===== src/rtl/mcell_pkg.sv =====
package mcell_pkg;

    // storage mode codes (cfg_mode); code 3 is treated as the D register
    localparam logic [1:0] MODE_DREG   = 2'd0;
    localparam logic [1:0] MODE_LATCH  = 2'd1;
    localparam logic [1:0] MODE_TOGGLE = 2'd2;

    // clock-enable source codes (cfg_ce_sel)
    localparam logic [1:0] CE_ALWAYS = 2'd0;
    localparam logic [1:0] CE_GLOBAL = 2'd1;
    localparam logic [1:0] CE_LOCAL  = 2'd2;
    localparam logic [1:0] CE_PTERM  = 2'd3;

    // the stored bit as a two-state machine
    typedef enum logic {
        ST_LOW,
        ST_HIGH
    } bit_state_e;

    // transition taken in a system-clock cycle
    typedef enum logic [2:0] {
        TR_HOLD,
        TR_LOAD,
        TR_TOGGLE,
        TR_FORCE_CLR,
        TR_FORCE_SET
    } step_e;

endpackage


===== src/rtl/mcell_dsel.sv =====
module mcell_dsel #(
    parameter int N_PT = 4
) (
    input  logic [N_PT-1:0] pt_terms,
    input  logic            pt_single,
    input  logic            cfg_bypass,
    input  logic            cfg_xor,
    output logic            comb_d
);

    logic sum_of_terms;
    logic src_val;

    // wide OR of the product terms feeding this cell
    assign sum_of_terms = |pt_terms;

    always_comb begin
        src_val = cfg_bypass ? pt_single : sum_of_terms;
        comb_d  = src_val ^ cfg_xor;
    end

endmodule


===== src/rtl/mcell_ctrl.sv =====
module mcell_ctrl #(
    parameter int N_GCLK = 3,
    localparam int N_CSRC = N_GCLK + 2,
    localparam int SEL_W  = $clog2(N_CSRC + 1)
) (
    input  logic              clk,
    input  logic              rst_n,
    input  logic [N_GCLK-1:0] gclk,
    input  logic              pt_clk,
    input  logic              grp_clk,
    input  logic [SEL_W-1:0]  cfg_clk_sel,
    input  logic              cfg_clk_inv,
    input  logic              ce_glb,
    input  logic              ce_loc,
    input  logic              ce_pt,
    input  logic [1:0]        cfg_ce_sel,
    input  logic              cfg_ce_inv,
    input  logic              grst_in,
    input  logic              grst_pol,
    input  logic              pt_rst,
    input  logic              cfg_rst_inv,
    input  logic              pt_pre,
    input  logic              cfg_pre_inv,
    output logic              fire,
    output logic              force_clr,
    output logic              force_set
);
    import mcell_pkg::*;

    logic [N_CSRC-1:0] clk_src;
    logic [N_CSRC-1:0] clk_hit;
    logic              clk_valid;
    logic              clk_level;
    logic              clk_act;
    logic              ce_act;

    // clock source vector: globals first, then own term clock, then group clock
    generate
        for (genvar g = 0; g < N_GCLK; g++) begin : g_gclk
            assign clk_src[g] = gclk[g];
        end
    endgenerate
    assign clk_src[N_GCLK]   = pt_clk;
    assign clk_src[N_GCLK+1] = grp_clk;

    // one decode line per source
    generate
        for (genvar s = 0; s < N_CSRC; s++) begin : g_dec
            assign clk_hit[s] = (cfg_clk_sel == SEL_W'(s));
        end
    endgenerate

    always_comb begin
        clk_valid = |clk_hit;
        clk_level = |(clk_src & clk_hit);
        clk_act   = clk_valid & (clk_level ^ cfg_clk_inv);
    end

    always_comb begin
        unique case (cfg_ce_sel)
            CE_ALWAYS: ce_act = 1'b1;
            CE_GLOBAL: ce_act = ce_glb ^ cfg_ce_inv;
            CE_LOCAL:  ce_act = ce_loc ^ cfg_ce_inv;
            CE_PTERM:  ce_act = ce_pt  ^ cfg_ce_inv;
            default:   ce_act = 1'b1;
        endcase
    end

    assign fire      = clk_act & ce_act;
    assign force_clr = (grst_in == grst_pol) | (pt_rst ^ cfg_rst_inv);
    assign force_set = pt_pre ^ cfg_pre_inv;

    AST_LOCAL_CE_BLOCKS: assert property (@(posedge clk) disable iff (!rst_n)
        (cfg_ce_sel == CE_LOCAL && ce_loc == cfg_ce_inv) |-> !fire);

    AST_GRST_FORCES: assert property (@(posedge clk) disable iff (!rst_n)
        (grst_in == grst_pol) |-> force_clr);

    AST_BAD_SEL_SILENT: assert property (@(posedge clk) disable iff (!rst_n)
        (cfg_clk_sel > SEL_W'(N_CSRC - 1)) |-> !fire);

endmodule


===== src/rtl/mcell_store.sv =====
module mcell_store (
    input  logic       clk,
    input  logic       rst_n,
    input  logic [1:0] mode,
    input  logic       d,
    input  logic       fire,
    input  logic       force_clr,
    input  logic       force_set,
    output logic       q_reg,
    output logic       q_out
);
    import mcell_pkg::*;

    bit_state_e state_q;
    bit_state_e state_d;
    step_e      step;

    // transition choice, reset outranks preset, both outrank the clock
    always_comb begin
        step = TR_HOLD;
        if (force_clr) begin
            step = TR_FORCE_CLR;
        end else if (force_set) begin
            step = TR_FORCE_SET;
        end else if (fire) begin
            if (mode == MODE_TOGGLE) begin
                step = d ? TR_TOGGLE : TR_HOLD;
            end else begin
                step = TR_LOAD;
            end
        end
    end

    always_comb begin
        unique case (step)
            TR_HOLD:      state_d = state_q;
            TR_LOAD:      state_d = d ? ST_HIGH : ST_LOW;
            TR_TOGGLE:    state_d = (state_q == ST_HIGH) ? ST_LOW : ST_HIGH;
            TR_FORCE_CLR: state_d = ST_LOW;
            TR_FORCE_SET: state_d = ST_HIGH;
            default:      state_d = state_q;
        endcase
    end

    // state register
    always_ff @(posedge clk or negedge rst_n) begin
        if (!rst_n) begin
            state_q <= ST_LOW;
        end else begin
            state_q <= state_d;
        end
    end

    // outputs: forces and an open latch act within the cycle
    always_comb begin
        q_reg = (state_q == ST_HIGH);
        unique case (step)
            TR_FORCE_CLR: q_out = 1'b0;
            TR_FORCE_SET: q_out = 1'b1;
            TR_LOAD:      q_out = (mode == MODE_LATCH) ? d : q_reg;
            default:      q_out = q_reg;
        endcase
    end

    AST_RESET_WINS: assert property (@(posedge clk) disable iff (!rst_n)
        (force_clr && force_set) |=> !q_reg);

    AST_PRESET_STICKS: assert property (@(posedge clk) disable iff (!rst_n)
        (force_set && !force_clr) |=> q_reg);

    AST_IDLE_HOLDS: assert property (@(posedge clk) disable iff (!rst_n)
        (!fire && !force_clr && !force_set) |=> $stable(q_reg));

    AST_TOGGLE_FLIPS: assert property (@(posedge clk) disable iff (!rst_n)
        (mode == MODE_TOGGLE && fire && d && !force_clr && !force_set)
        |=> (q_reg != $past(q_reg)));

    AST_LATCH_FLOWS: assert property (@(posedge clk) disable iff (!rst_n)
        (mode == MODE_LATCH && fire && !force_clr && !force_set) |-> (q_out == d));

endmodule


===== src/rtl/mcell_top.sv =====
module mcell_top #(
    parameter int N_PT   = 4,
    parameter int N_GCLK = 3,
    localparam int SEL_W = $clog2(N_GCLK + 3)
) (
    input  logic              clk,
    input  logic              rst_n,
    input  logic [1:0]        cfg_mode,
    input  logic              cfg_bypass,
    input  logic              cfg_xor,
    input  logic [SEL_W-1:0]  cfg_clk_sel,
    input  logic              cfg_clk_inv,
    input  logic [1:0]        cfg_ce_sel,
    input  logic              cfg_ce_inv,
    input  logic              cfg_rst_inv,
    input  logic              cfg_pre_inv,
    input  logic              cfg_fb_comb,
    input  logic              cfg_ic_comb,
    input  logic              grst_pol,
    input  logic [N_PT-1:0]   pt_terms,
    input  logic              pt_single,
    input  logic [N_GCLK-1:0] gclk,
    input  logic              pt_clk,
    input  logic              grp_clk,
    input  logic              ce_glb,
    input  logic              ce_loc,
    input  logic              ce_pt,
    input  logic              grst_in,
    input  logic              pt_rst,
    input  logic              pt_pre,
    output logic              fb_out,
    output logic              ic_out
);

    localparam int N_OUT = 2;

    logic comb_d;
    logic fire;
    logic force_clr;
    logic force_set;
    logic q_reg;
    logic q_out;
    logic [N_OUT-1:0] out_comb_sel;
    logic [N_OUT-1:0] out_val;

    mcell_dsel #(.N_PT(N_PT)) i_dsel (
        .pt_terms   (pt_terms),
        .pt_single  (pt_single),
        .cfg_bypass (cfg_bypass),
        .cfg_xor    (cfg_xor),
        .comb_d     (comb_d)
    );

    mcell_ctrl #(.N_GCLK(N_GCLK)) i_ctrl (
        .clk         (clk),
        .rst_n       (rst_n),
        .gclk        (gclk),
        .pt_clk      (pt_clk),
        .grp_clk     (grp_clk),
        .cfg_clk_sel (cfg_clk_sel),
        .cfg_clk_inv (cfg_clk_inv),
        .ce_glb      (ce_glb),
        .ce_loc      (ce_loc),
        .ce_pt       (ce_pt),
        .cfg_ce_sel  (cfg_ce_sel),
        .cfg_ce_inv  (cfg_ce_inv),
        .grst_in     (grst_in),
        .grst_pol    (grst_pol),
        .pt_rst      (pt_rst),
        .cfg_rst_inv (cfg_rst_inv),
        .pt_pre      (pt_pre),
        .cfg_pre_inv (cfg_pre_inv),
        .fire        (fire),
        .force_clr   (force_clr),
        .force_set   (force_set)
    );

    mcell_store i_store (
        .clk       (clk),
        .rst_n     (rst_n),
        .mode      (cfg_mode),
        .d         (comb_d),
        .fire      (fire),
        .force_clr (force_clr),
        .force_set (force_set),
        .q_reg     (q_reg),
        .q_out     (q_out)
    );

    // index 0 feeds back to the AND array, index 1 drives the interconnect
    assign out_comb_sel = {cfg_ic_comb, cfg_fb_comb};

    generate
        for (genvar o = 0; o < N_OUT; o++) begin : g_out
            assign out_val[o] = out_comb_sel[o] ? comb_d : q_out;
        end
    endgenerate

    assign fb_out = out_val[0];
    assign ic_out = out_val[1];

endmodule


===== config.mk =====
export PLATFORM = sky130hd
export DESIGN_NAME = mcell_top
export DESIGN_NICKNAME = d
export VERILOG_FILES = /design/src/rtl/mcell_pkg.sv /design/src/rtl/mcell_dsel.sv /design/src/rtl/mcell_ctrl.sv /design/src/rtl/mcell_store.sv /design/src/rtl/mcell_top.sv
export SDC_FILE = /design/constraint.sdc
export NUM_CORES = 1
export LEC_CHECK = 0
export BUFFER_PORTS_ARGS = -buffer_cell sky130_fd_sc_hd__buf_2
export CORE_AREA = 3 3 40 42
export CTS_CLUSTER_SIZE = 20
export DETAILED_ROUTE_END_ITERATION = 10
export DIE_AREA = 0 0 43 45
export PLACE_DENSITY_LB_ADDON = 0.15
export REMOVE_ABC_BUFFERS = 1
export SYNTH_ARGS = -nofsm -noshare
export SYNTH_HDL_FRONTEND = slang
export SYNTH_SLANG_ARGS = --single-unit

===== constraint.sdc =====
create_clock -name clk -period 3.9 [get_ports clk]
set_input_delay 0.39 -clock clk [delete_from_list [all_inputs] [get_ports clk]]
set_output_delay 0.39 -clock clk [all_outputs]
set_load 0.02 [all_outputs]

[Word level (Yosys, flattened, before mapping)]
Cells that the tools add are included.
Operators by class
  add/subtract/negate cells: 0
  multiply operators: 0
  divide/modulo/power cells: 0
  order comparisons: 0
  equality and inequality tests: 14
  shifts and indexed selects: 0
  mux-type cells: 14
  bitwise operators: 11
  reductions and logical operators: 6
Operators with widths (number)
  $eq 3x2->1 const B: 4
  $mux 3: 4
  $reduce_or 5->1: 2
  $pmux 1 s4: 2
  $xor 1x1->1: 7
  $eq 2x2->1 const B: 3
  $eq 3x1->1 const B: 2
  $eq 3x3->1 const B: 2
  $mux 1: 6
  $and 5x5->5: 1
  $eq 2x1->1 const B: 2
  $reduce_bool 4->1: 1
  $reduce_or 4->1: 1
  $logic_not 3->1: 1
  $pmux 1 s3: 1
  $and 1x1->1: 2
  $logic_not 2->1: 1
  $mux 2: 1
  $eq 1x1->1: 1
  $or 1x1->1: 1
Word-level totals
  register bits after elaboration: 1
  latch bits: 0
  bits in writable memories: 0
  bits in read-only memories: 0
  output and inout bits: 2
  word-level logic and storage cells: 46
  memories kept: 0

[Depth between registers and ports, before layout]
Gate-level depths: netlist of the first run.
  depth in word-level cells: 12
  depth in mapped cells: 5
  gate-level depth less buffers: 5

[Hierarchy]
A second synthesis of the first run with hierarchy kept.
Second synthesis, totals
  cells, all modules: 35
  area total of the unflattened synthesis: 287.8 um2
By module, submodules not included
  mcell_ctrl: times used 1, cells each 19, area an instance 142.6 um2, seq. area each 0.0 um2
  mcell_store: times used 1, cells each 10, area an instance 95.1 um2, seq. area each 25.0 um2
  mcell_top: times used 1, cells each 2, area an instance 26.3 um2, seq. area each 0.0 um2
  mcell_dsel: times used 1, cells each 4, area an instance 23.8 um2, seq. area each 0.0 um2

[Least setup slack after synthesis of the first run]
OpenSTA, ideal clock, no wires.
  kind: input to output
  start: in pt_terms[1]
  end: out fb_out
  data arrival time: 1.782 ns
  data required time: 3.510 ns
  slack: 1.728 ns
  cell stages on the path: 5
  cell sequence: or4_4 mux2i_1 a211o_1 o31ai_1 o21ai_0
Between the ends
  word-level cells in the longest chain between the ends: 11
  elaborated cells on any way between the ends: 14
  classes of those cells: 3 x eq/ne; 9 x mux; 1 x bitwise; 1 x reduce/logical
RTL lines
  start: declaration: line mcell_top.sv:20  | input logic [N_PT-1:0] pt_terms,
  $reduce_or 4->1 *: line mcell_dsel.sv:15  | assign sum_of_terms = |pt_terms;
  $mux 1 *: line mcell_dsel.sv:18  | src_val = cfg_bypass ? pt_single : sum_of_terms;
  $xor 1x1->1 *: line mcell_dsel.sv:19  | comb_d = src_val ^ cfg_xor;
  $mux 2: line mcell_store.sv:27  | step = d ? TR_TOGGLE : TR_HOLD;
  $mux 3: line mcell_store.sv:26  | if (mode == MODE_TOGGLE) begin
  $mux 3: line mcell_store.sv:25  | end else if (fire) begin
  $mux 3: line mcell_store.sv:23  | end else if (force_set) begin
  $mux 3: line mcell_store.sv:21  | if (force_clr) begin
  $eq 3x1->1, or another cell as far along: line mcell_store.sv:57  | unique case (step)
  $pmux 1 s3: line mcell_store.sv:57
  $mux 1 *: line mcell_top.sv:95  | assign out_val[o] = out_comb_sel[o] ? comb_d : q_out;
  end: declaration: line mcell_top.sv:31  | output logic fb_out,
Mark *: on every way between the ends. The rest lies on a longest branch, timed or not.

[Worst setup path after layout of the first run]
Same ends and word-level chain as after synthesis.

==> results of run 1 <==
cell type report:
class                      count  area [µm²]  area share (%)
tap                           15       18.77           3.106
inverter                       3       11.26           1.863
sequential                     1       25.02           4.141
multi-input combinational     46       374.1           61.90
timing repair buffer          35       175.2           28.99
stage by stage:
step | setup slack (ns) | hold slack, ns
2_1_floorplan | 1.728 | 0.09441
3_3_place_gp | 1.572 | 0.1646
3_5_place_dp | 1.558 | 0.1666
4_1_cts | 1.557 | 0.1655
5_1_grt | 1.466 | 0.1716
6_report | 1.578 | 0.1650
worst paths after layout:
| kind | start | endpoint | slack (ns) |
|---|---|---|---|
| hold / removal | rst_n | i_store.q_reg | 0.17 |
| setup reg to reg | i_store.q_reg | i_store.q_reg | 3.02 |
| hold reg to reg | i_store.q_reg | i_store.q_reg | 0.71 |
| max in group asynchronous | rst_n | i_store.q_reg | 3.65 |
| min in group clk | i_store.q_reg | i_store.q_reg | 0.71 |
| setup / recovery | pt_terms[1] | fb_out | 1.58 |
cell families after synthesis:
family / Yosys count / share of synthesized area (%)
and+or+nand+nor: 14 / 17.69
DFF: 1 / 6.097
AOI/OAI and AO/OA: 14 / 27.44
xor gates and xnor gates: 9 / 21.04
muxes: 9 / 25.00
buffers and inverters: 3 / 2.744
layout by cell type (no fill, tap or decap), drive strengths merged, types with 2 or more instances in the layout:
cell type  Yosys  final
xor2           4      4
buf            0     35
o31ai          2      2
a311oi         3      3
a31oi          2      2
inv            3      3
xnor2          5      5
o21ai          2      2
nand2          3      3
mux2i          9      9
nor2           5      5
critical path, cell delays in order:
cell     delay, ns
buf_2         0.09
or4_4         0.55
mux2i_1       0.14
a211o_1       0.32
o31ai_1       0.18
o21ai_0       0.10
buf_2         0.16
routing by layer:
metal	wire [µm]	global-route usage, %	up-vias
met5	0	0	-
met3	83	0.7968	0
met4	0	0	0
li1	-	-	260
met1	405	13.37	208
met2	473	18.56	17
synthesized netlist by cell type (2+ instances only):
master	instances
mux2i_1	8
nor2_1	5
o21ai_0	2
xor2_1	4
a311oi_1	2
xnor2_1	4
inv_1	3
a31oi_1	2
o31ai_1	2
nand2_1	3
power by group through the flow:
| stage | combinational, mW | sequential [mW] | clock (mW) |
|---|---|---|---|
| floorplan | 0.0424 | 0.0125 | 0 |
| global placement | 0.0712 | 0.0129 | 0 |
| detailed placement | 0.0720 | 0.0127 | 0 |
| CTS | 0.0721 | 0.0129 | 0 |
| global route | 0.0800 | 0.0130 | 0 |
| finish | 0.0710 | 0.0129 | 0 |
==> results.sh, run 1 <==
export IMPL_finClkSkew_ns=0
export IMPL_overflow=0
export IMPL_max_freq_ghz=0.4307
export IMPL_internal_power_mw=0.04799
export IMPL_setup_viol=0
export IMPL_start_util_pct=31.94
export IMPL_vdd_drop_max_mv=0.05248
export IMPL_dp_hpwl_um=908.7
export IMPL_clkLatencyLatePin_ns=0
export IMPL_status="completed"
export IMPL_synth_async_reset_ratio_pct=100.0
export IMPL_num_rows=13
export IMPL_grt_max_degree=5
export IMPL_synthToLayoutAreaGrowth_pct=47.26
export IMPL_period_minus_slack_ns=2.322
export IMPL_yosysTopAreaCell="mux2i_1"
export IMPL_cts_clk_slew_worst_paths_ns=0
export IMPL_synth_area_um2=410.4
export IMPL_first_iter_violations=2
export IMPL_antenna_cells=0
export IMPL_die_h_um=45
export IMPL_hold_viol_final=0
export IMPL_synth_edf_count=0
export IMPL_netSwitchingFraction_pct=42.80
export IMPL_dp_cells=100
export IMPL_avgSynthCellArea_um2=8.208
export IMPL_antenna_found_initial=0
export IMPL_finalCritPeriodShare_pct=59.53
export IMPL_final_area_um2=604.3
export IMPL_largest_reg_flops=1
export IMPL_end_kind="primary output"
export IMPL_hp_class="input port to asynchronous set/reset pin"
export IMPL_seq_area_frac_synth_pct=6.098
export IMPL_ys_warn_count=0
export IMPL_fin_cells=100
export IMPL_die_area_mm2=0.001935
export IMPL_clock_power_share_pct=0
export IMPL_postCtsResizedCells=0
export IMPL_core_area_mm2=0.001285
export IMPL_maxCapViolations=0
export IMPL_nets=121
export IMPL_critPathLaunchType="input port"
export IMPL_crit_fanout=2
export IMPL_synth_ff_type="dfrtp_1"
export IMPL_place_gp_congestion=0.7036
export IMPL_drtAntennaViolNets=0
export IMPL_pwr_share_comb_pct=84.6
export IMPL_nFillCells=136
export IMPL_drc=0
export IMPL_max_slew_margin_pct=81.52
export IMPL_placed_area_um2=604.3
export IMPL_grt_usage_pct=9.959
export IMPL_vias=485
export IMPL_p_sw_mw=0.03591
export IMPL_slew_viol_final=0
export IMPL_grt_pass1_wl_um=1628
export IMPL_yosysTopAreaCellShare_pct=19.51
export IMPL_syn_inst=50
export IMPL_drive_gt1_share_pct=47.06
export IMPL_fp_dieW_um=43
export IMPL_power_total_mw=0.08390
export IMPL_first_pass_iters=3
export IMPL_rsz0062_at_grt="false"
export IMPL_critPathKind="input port to primary output"
export IMPL_p_per_area_mw_per_mm2=138.8
export IMPL_grt_pass1_vias=440
export IMPL_wire_per_inst_um=9.620
export IMPL_p_leak_nw=0.3130
export IMPL_cts_hold_buffers=0
export IMPL_seq_power_share_pct=15.4
export IMPL_r2r_cells=3
export IMPL_synth_area_leaders="mux2i_1 20%, xnor2_1 8.5%, xor2_1 8.5%, dfrtp_1 6.1%, mux2i_4 5.5%"
export IMPL_finalSetupTns_ns=0
export IMPL_io_buffers=35
export IMPL_critPathRequiredTime_ns=3.51
export IMPL_ys_ff_latch=1
export IMPL_fin_util_pct=47.03
export IMPL_arrival_ns=1.93
export IMPL_routed_wl_um=962
export IMPL_post_cts_setup_buffers=0
export IMPL_io_pins=36
export IMPL_synth_cell_types=25
export IMPL_viasPerCell=4.850
export IMPL_worst_slew_pin_slew_ns=0.2773
(Power assumes the default switching activity.)
==> run 2, diff against run 1 <==
clock period = 2.02 ns   (was 3.9 ns; I/O delays follow)
==> run 2 against run 1 <==
Compared with the run above: global-route usage up 0.083 points; highest routed layer unchanged; total power is 99% higher; cell area is 3.3% higher; critical endpoint unchanged; sequential power is 93% higher; critical path depth did not move; critical path type unchanged; combinational power grew 100%.
==> results.sh, run 2 (synthesis gave the netlist of run 1 again) <==
export IMPL_fin_cells=101
export IMPL_grt_usage_pct=10.04
export IMPL_io_buffers=35
export IMPL_path_buf_inv=2
export IMPL_nets=122
export IMPL_dp_cells=100
export IMPL_antenna_cells=0
export IMPL_crit_path_max_incr_delay_ns=0.55
export IMPL_finalCritPeriodShare_pct=95.60
export IMPL_final_cell_mix="35 x buf_2, 8 x mux2i_1, 5 x nor2_1"
export IMPL_vias=497
export IMPL_end_kind="primary output"
export IMPL_crit_chain="buf_2, or4_4, mux2i_1, a211o_1, o31ai_2, o21ai_0, buf_2"
export IMPL_maxCapViolations=0
export IMPL_cp_slowest_cell="or4_4"
export IMPL_power_total_mw=0.1671
export IMPL_hold_viol_final=0
export IMPL_die_area_mm2=0.001935
export IMPL_critPathKind="input port to primary output"
export IMPL_critPathRequiredTime_ns=1.82
export IMPL_core_area_mm2=0.001285
export IMPL_cts_clk_slew_worst_paths_ns=0
export IMPL_max_slew_margin_pct=81.16
export IMPL_place_gp_congestion=0.7036
export IMPL_clkLatencyLatePin_ns=0
export IMPL_first_iter_violations=4
export IMPL_setup_viol=0
export IMPL_period_minus_slack_ns=1.931
export IMPL_overflow=0
export IMPL_grt_max_degree=5
export IMPL_status="completed"
export IMPL_drtAntennaViolNets=0
export IMPL_drc=0
export IMPL_arrival_ns=1.73
export IMPL_critPathLaunchType="input port"
export IMPL_die_h_um=45
export IMPL_p_per_area_mw_per_mm2=267.6
export IMPL_fp_dieW_um=43
export IMPL_layout_commonest_cell="buf_2"
export IMPL_finClkSkew_ns=0
export IMPL_io_pins=36
export IMPL_max_freq_ghz=0.5178
export IMPL_p_leak_nw=0.3178
export IMPL_cpMostUsedCell="buf_2"
export IMPL_wire_per_inst_um=9.564
export IMPL_crit_family="compound AO/OA/AOI/OAI gates"
export IMPL_grt_pass1_vias=446
export IMPL_antenna_found_initial=0
export IMPL_slew_viol_final=0
export IMPL_crit_fanout=2
export IMPL_worst_slew_pin_slew_ns=0.2827
export IMPL_drive_gt1_share_pct=48.84
export IMPL_start_util_pct=31.94
export IMPL_vdd_drop_max_mv=0.1022
export IMPL_dp_hpwl_um=907.9
export IMPL_num_rows=13
export IMPL_viasPerCell=4.921
export IMPL_first_pass_iters=2
export IMPL_routed_wl_um=966
export IMPL_grt_pass1_wl_um=1635
export IMPL_synthToLayoutAreaGrowth_pct=52.13
export IMPL_hp_class="input port to asynchronous set/reset pin"
export IMPL_largest_reg_flops=1
-- run 2: where the power goes --
part           internal, mW  switching [mW]
combinational        0.0722          0.0700
clock                     0               0
sequential           0.0226         0.00234
-- run 2: worst paths after layout --
| check | startpoint | end | slack, ns | depth (start not counted) |
|---|---|---|---|---|
| min in group clk | grst_in | i_store.q_reg | 0.55 | 4 |
| hold reg to reg | i_store.q_reg | i_store.q_reg | 0.71 | 3 |
| max in group asynchronous | rst_n | i_store.q_reg | 1.42 | 2 |
| setup / recovery | pt_terms[1] | fb_out | 0.09 | 7 |
| hold / removal | rst_n | i_store.q_reg | 0.52 | 2 |
| setup reg to reg | i_store.q_reg | i_store.q_reg | 1.14 | 3 |
-- run 2: area by class of cell --
class,instances,area (µm²)
Fill cell,131,660.6
Tap cell,15,18.77
Timing Repair Buffer,36,185.2
Sequential cell,1,25.02
Multi-Input combinational cell,46,384.1
Inverter,3,11.26
-- run 2: layer usage --
| metal | vias up | GRT usage [%] | part of all wire [%] |
|---|---|---|---|
| met1 | 217 | 13.37 | 42 |
| met3 | 0 | 0.3984 | 8.0 |
| met2 | 17 | 19.16 | 50 |
| met5 | - | 0 | 0 |
| met4 | 0 | 0 | 0 |
| li1 | 263 | - | - |
-- run 2: metrics by stage --
stage | instance area [µm²] | setup slack (ns) | utilization [%] | setup TNS [ns] | hold slack, ns
5_1_grt | 624.3 | -0.003309 | 48.59 | -0.003309 | 0.5402
3_3_place_gp | 604.3 | 0.06808 | 47.03 | 0 | -0.02343
4_1_cts | 614.3 | 0.05306 | 47.81 | 0 | 0.5120
6_report | 624.3 | 0.08893 | 48.59 | 0 | 0.5153
3_5_place_dp | 604.3 | 0.05268 | 47.03 | 0 | -0.02137
2_1_floorplan | 410.4 | 0.2243 | - | 0 | -0.09359
-- run 2: timing repair --
item                                   in CTS  in global routing
hold buffers                                1                  0
endpoints found under the hold margin       1                  0
gates resized for setup                     0                  2
setup endpoints to repair                   0                  2
setup buffers                               0                  0
==> run 3, diff against run 2 <==
PLACE_DENSITY = 0.66   (was unset)
PLACE_DENSITY_LB_ADDON = unset   (was 0.15)
==> run 3 against run 2 <==
Compared with the run above: sequential share of layout area stayed put; cell count is 0.99% higher; via count is 1.8% higher; sequential power hardly changed; critical path type unchanged; critical endpoint is now ic_out.
==> results.sh, run 3 (synthesis gave the netlist of run 1 again) <==
export IMPL_status="completed"
export IMPL_finalCritPeriodShare_pct=96.20
export IMPL_worst_slew_pin_slew_ns=0.3032
export IMPL_synthToLayoutAreaGrowth_pct=52.13
export IMPL_drive_gt1_share_pct=47.13
export IMPL_grt_pass1_wl_um=1766
export IMPL_dp_hpwl_um=995.6
export IMPL_antenna_found_initial=0
export IMPL_hp_class="input port to asynchronous set/reset pin"
export IMPL_hold_viol_final=0
export IMPL_overflow=0
export IMPL_p_leak_nw=0.3218
export IMPL_viasPerCell=4.961
export IMPL_antenna_cells=0
export IMPL_place_ws_ns=0.05036
export IMPL_max_slew_margin_pct=79.79
export IMPL_critPathKind="input port to primary output"
export IMPL_p_per_area_mw_per_mm2=270.8
export IMPL_slew_viol_final=0
export IMPL_clkLatencyLatePin_ns=0
export IMPL_maxCapViolations=0
export IMPL_core_area_mm2=0.001285
export IMPL_first_pass_iters=4
export IMPL_grt_usage_pct=11.06
export IMPL_die_area_mm2=0.001935
export IMPL_end_kind="primary output"
export IMPL_startpoint="pt_terms[2]"
export IMPL_num_rows=13
export IMPL_cts_clk_slew_worst_paths_ns=0
export IMPL_first_iter_violations=4
export IMPL_nFillCells=130
export IMPL_nets=123
export IMPL_fp_dieW_um=43
export IMPL_critPathLaunchType="input port"
export IMPL_wire_per_inst_um=10.69
export IMPL_setup_viol=0
export IMPL_arrival_ns=1.74
export IMPL_drc=0
export IMPL_r2r_start="i_store.q_reg"
export IMPL_crit_fanout=2
export IMPL_start_util_pct=31.94
export IMPL_place_gp_congestion=0.6337
export IMPL_max_freq_ghz=0.5146
export IMPL_routed_wl_um=1090
export IMPL_grt_pass1_vias=462
export IMPL_period_minus_slack_ns=1.943
export IMPL_finClkSkew_ns=0
export IMPL_finalWorstSetupSlack_ns=0.07684
export IMPL_vias=506
export IMPL_critPathRequiredTime_ns=1.82
export IMPL_io_buffers=35
export IMPL_finalSetupTns_ns=0
export IMPL_die_h_um=45
export IMPL_grt_max_degree=5
export IMPL_rsz0062_at_grt="false"
export IMPL_layout_commonest_cell="buf_2"
export IMPL_drtAntennaViolNets=0
export IMPL_io_pins=36
export IMPL_largest_reg_flops=1
export IMPL_vdd_drop_max_mv=0.1161
export IMPL_final_cell_mix="34 x buf_2, 8 x mux2i_1, 5 x nor2_1"
export IMPL_r2r_cells=3
export IMPL_timing_hold_ws_ns=0.5147
-- run 3: worst paths after layout --
path | to | slack, ns
max in group asynchronous | i_store.q_reg | 1.42
min in group clk | i_store.q_reg | 0.55
setup reg to reg | i_store.q_reg | 1.16
hold reg to reg | i_store.q_reg | 0.71
hold / removal | i_store.q_reg | 0.51
setup / recovery | ic_out | 0.08
-- run 3: stage by stage --
| stage | power (mW) | utilization, % | instance area [µm²] | cells |
|---|---|---|---|---|
| 2_1_floorplan | 0.1060 | - | 410.4 | 50 |
| 3_3_place_gp | 0.1620 | 47.03 | 604.3 | 100 |
| 3_5_place_dp | 0.1651 | 47.03 | 604.3 | 100 |
| 4_1_cts | 0.1668 | 47.81 | 614.3 | 101 |
| 5_1_grt | 0.1860 | 48.59 | 624.3 | 102 |
| 6_report | 0.1690 | 48.59 | 624.3 | 102 |
-- run 3: worst max-delay path: stages --
cell and delay (ns):
buf_2 0.09, or4_4 0.53, mux2i_1 0.13, a211o_1 0.28
o31ai_1 0.26, o21ai_1 0.08, buf_4 0.16
-- run 3: cell type report --
type	instances	area (µm²)	area share, %
tap	15	18.77	3.006
timing repair buffer	37	195.2	31.26
multi-input combinational	46	374.1	59.92
inverter	3	11.26	1.804
sequential	1	25.02	4.008
-- run 3: timing repair --
action                     4_1_cts  5_1_grt
hold buffers                     1        0
setup buffers                    0        1
hold endpoints to repair         1        0
setup endpoints to repair        0        1
gates resized for setup          0        2
-- run 3: where the power goes --
group	switching, mW	leakage (nW)	internal, mW	total (mW)
combinational	0.0705	0.308	0.0738	0.144
sequential	0.00222	0.0133	0.0226	0.0248
clock	0	0	0	0
-- run 3: metal layers --
| metal | track usage (%) | wire, µm | up-vias |
|---|---|---|---|
| met3 | 0.3984 | 91 | 0 |
| li1 | - | - | 267 |
| met2 | 21.86 | 554 | 22 |
| met4 | 0 | 0 | 0 |
| met5 | 0 | 0 | - |
| met1 | 14.15 | 444 | 217 |
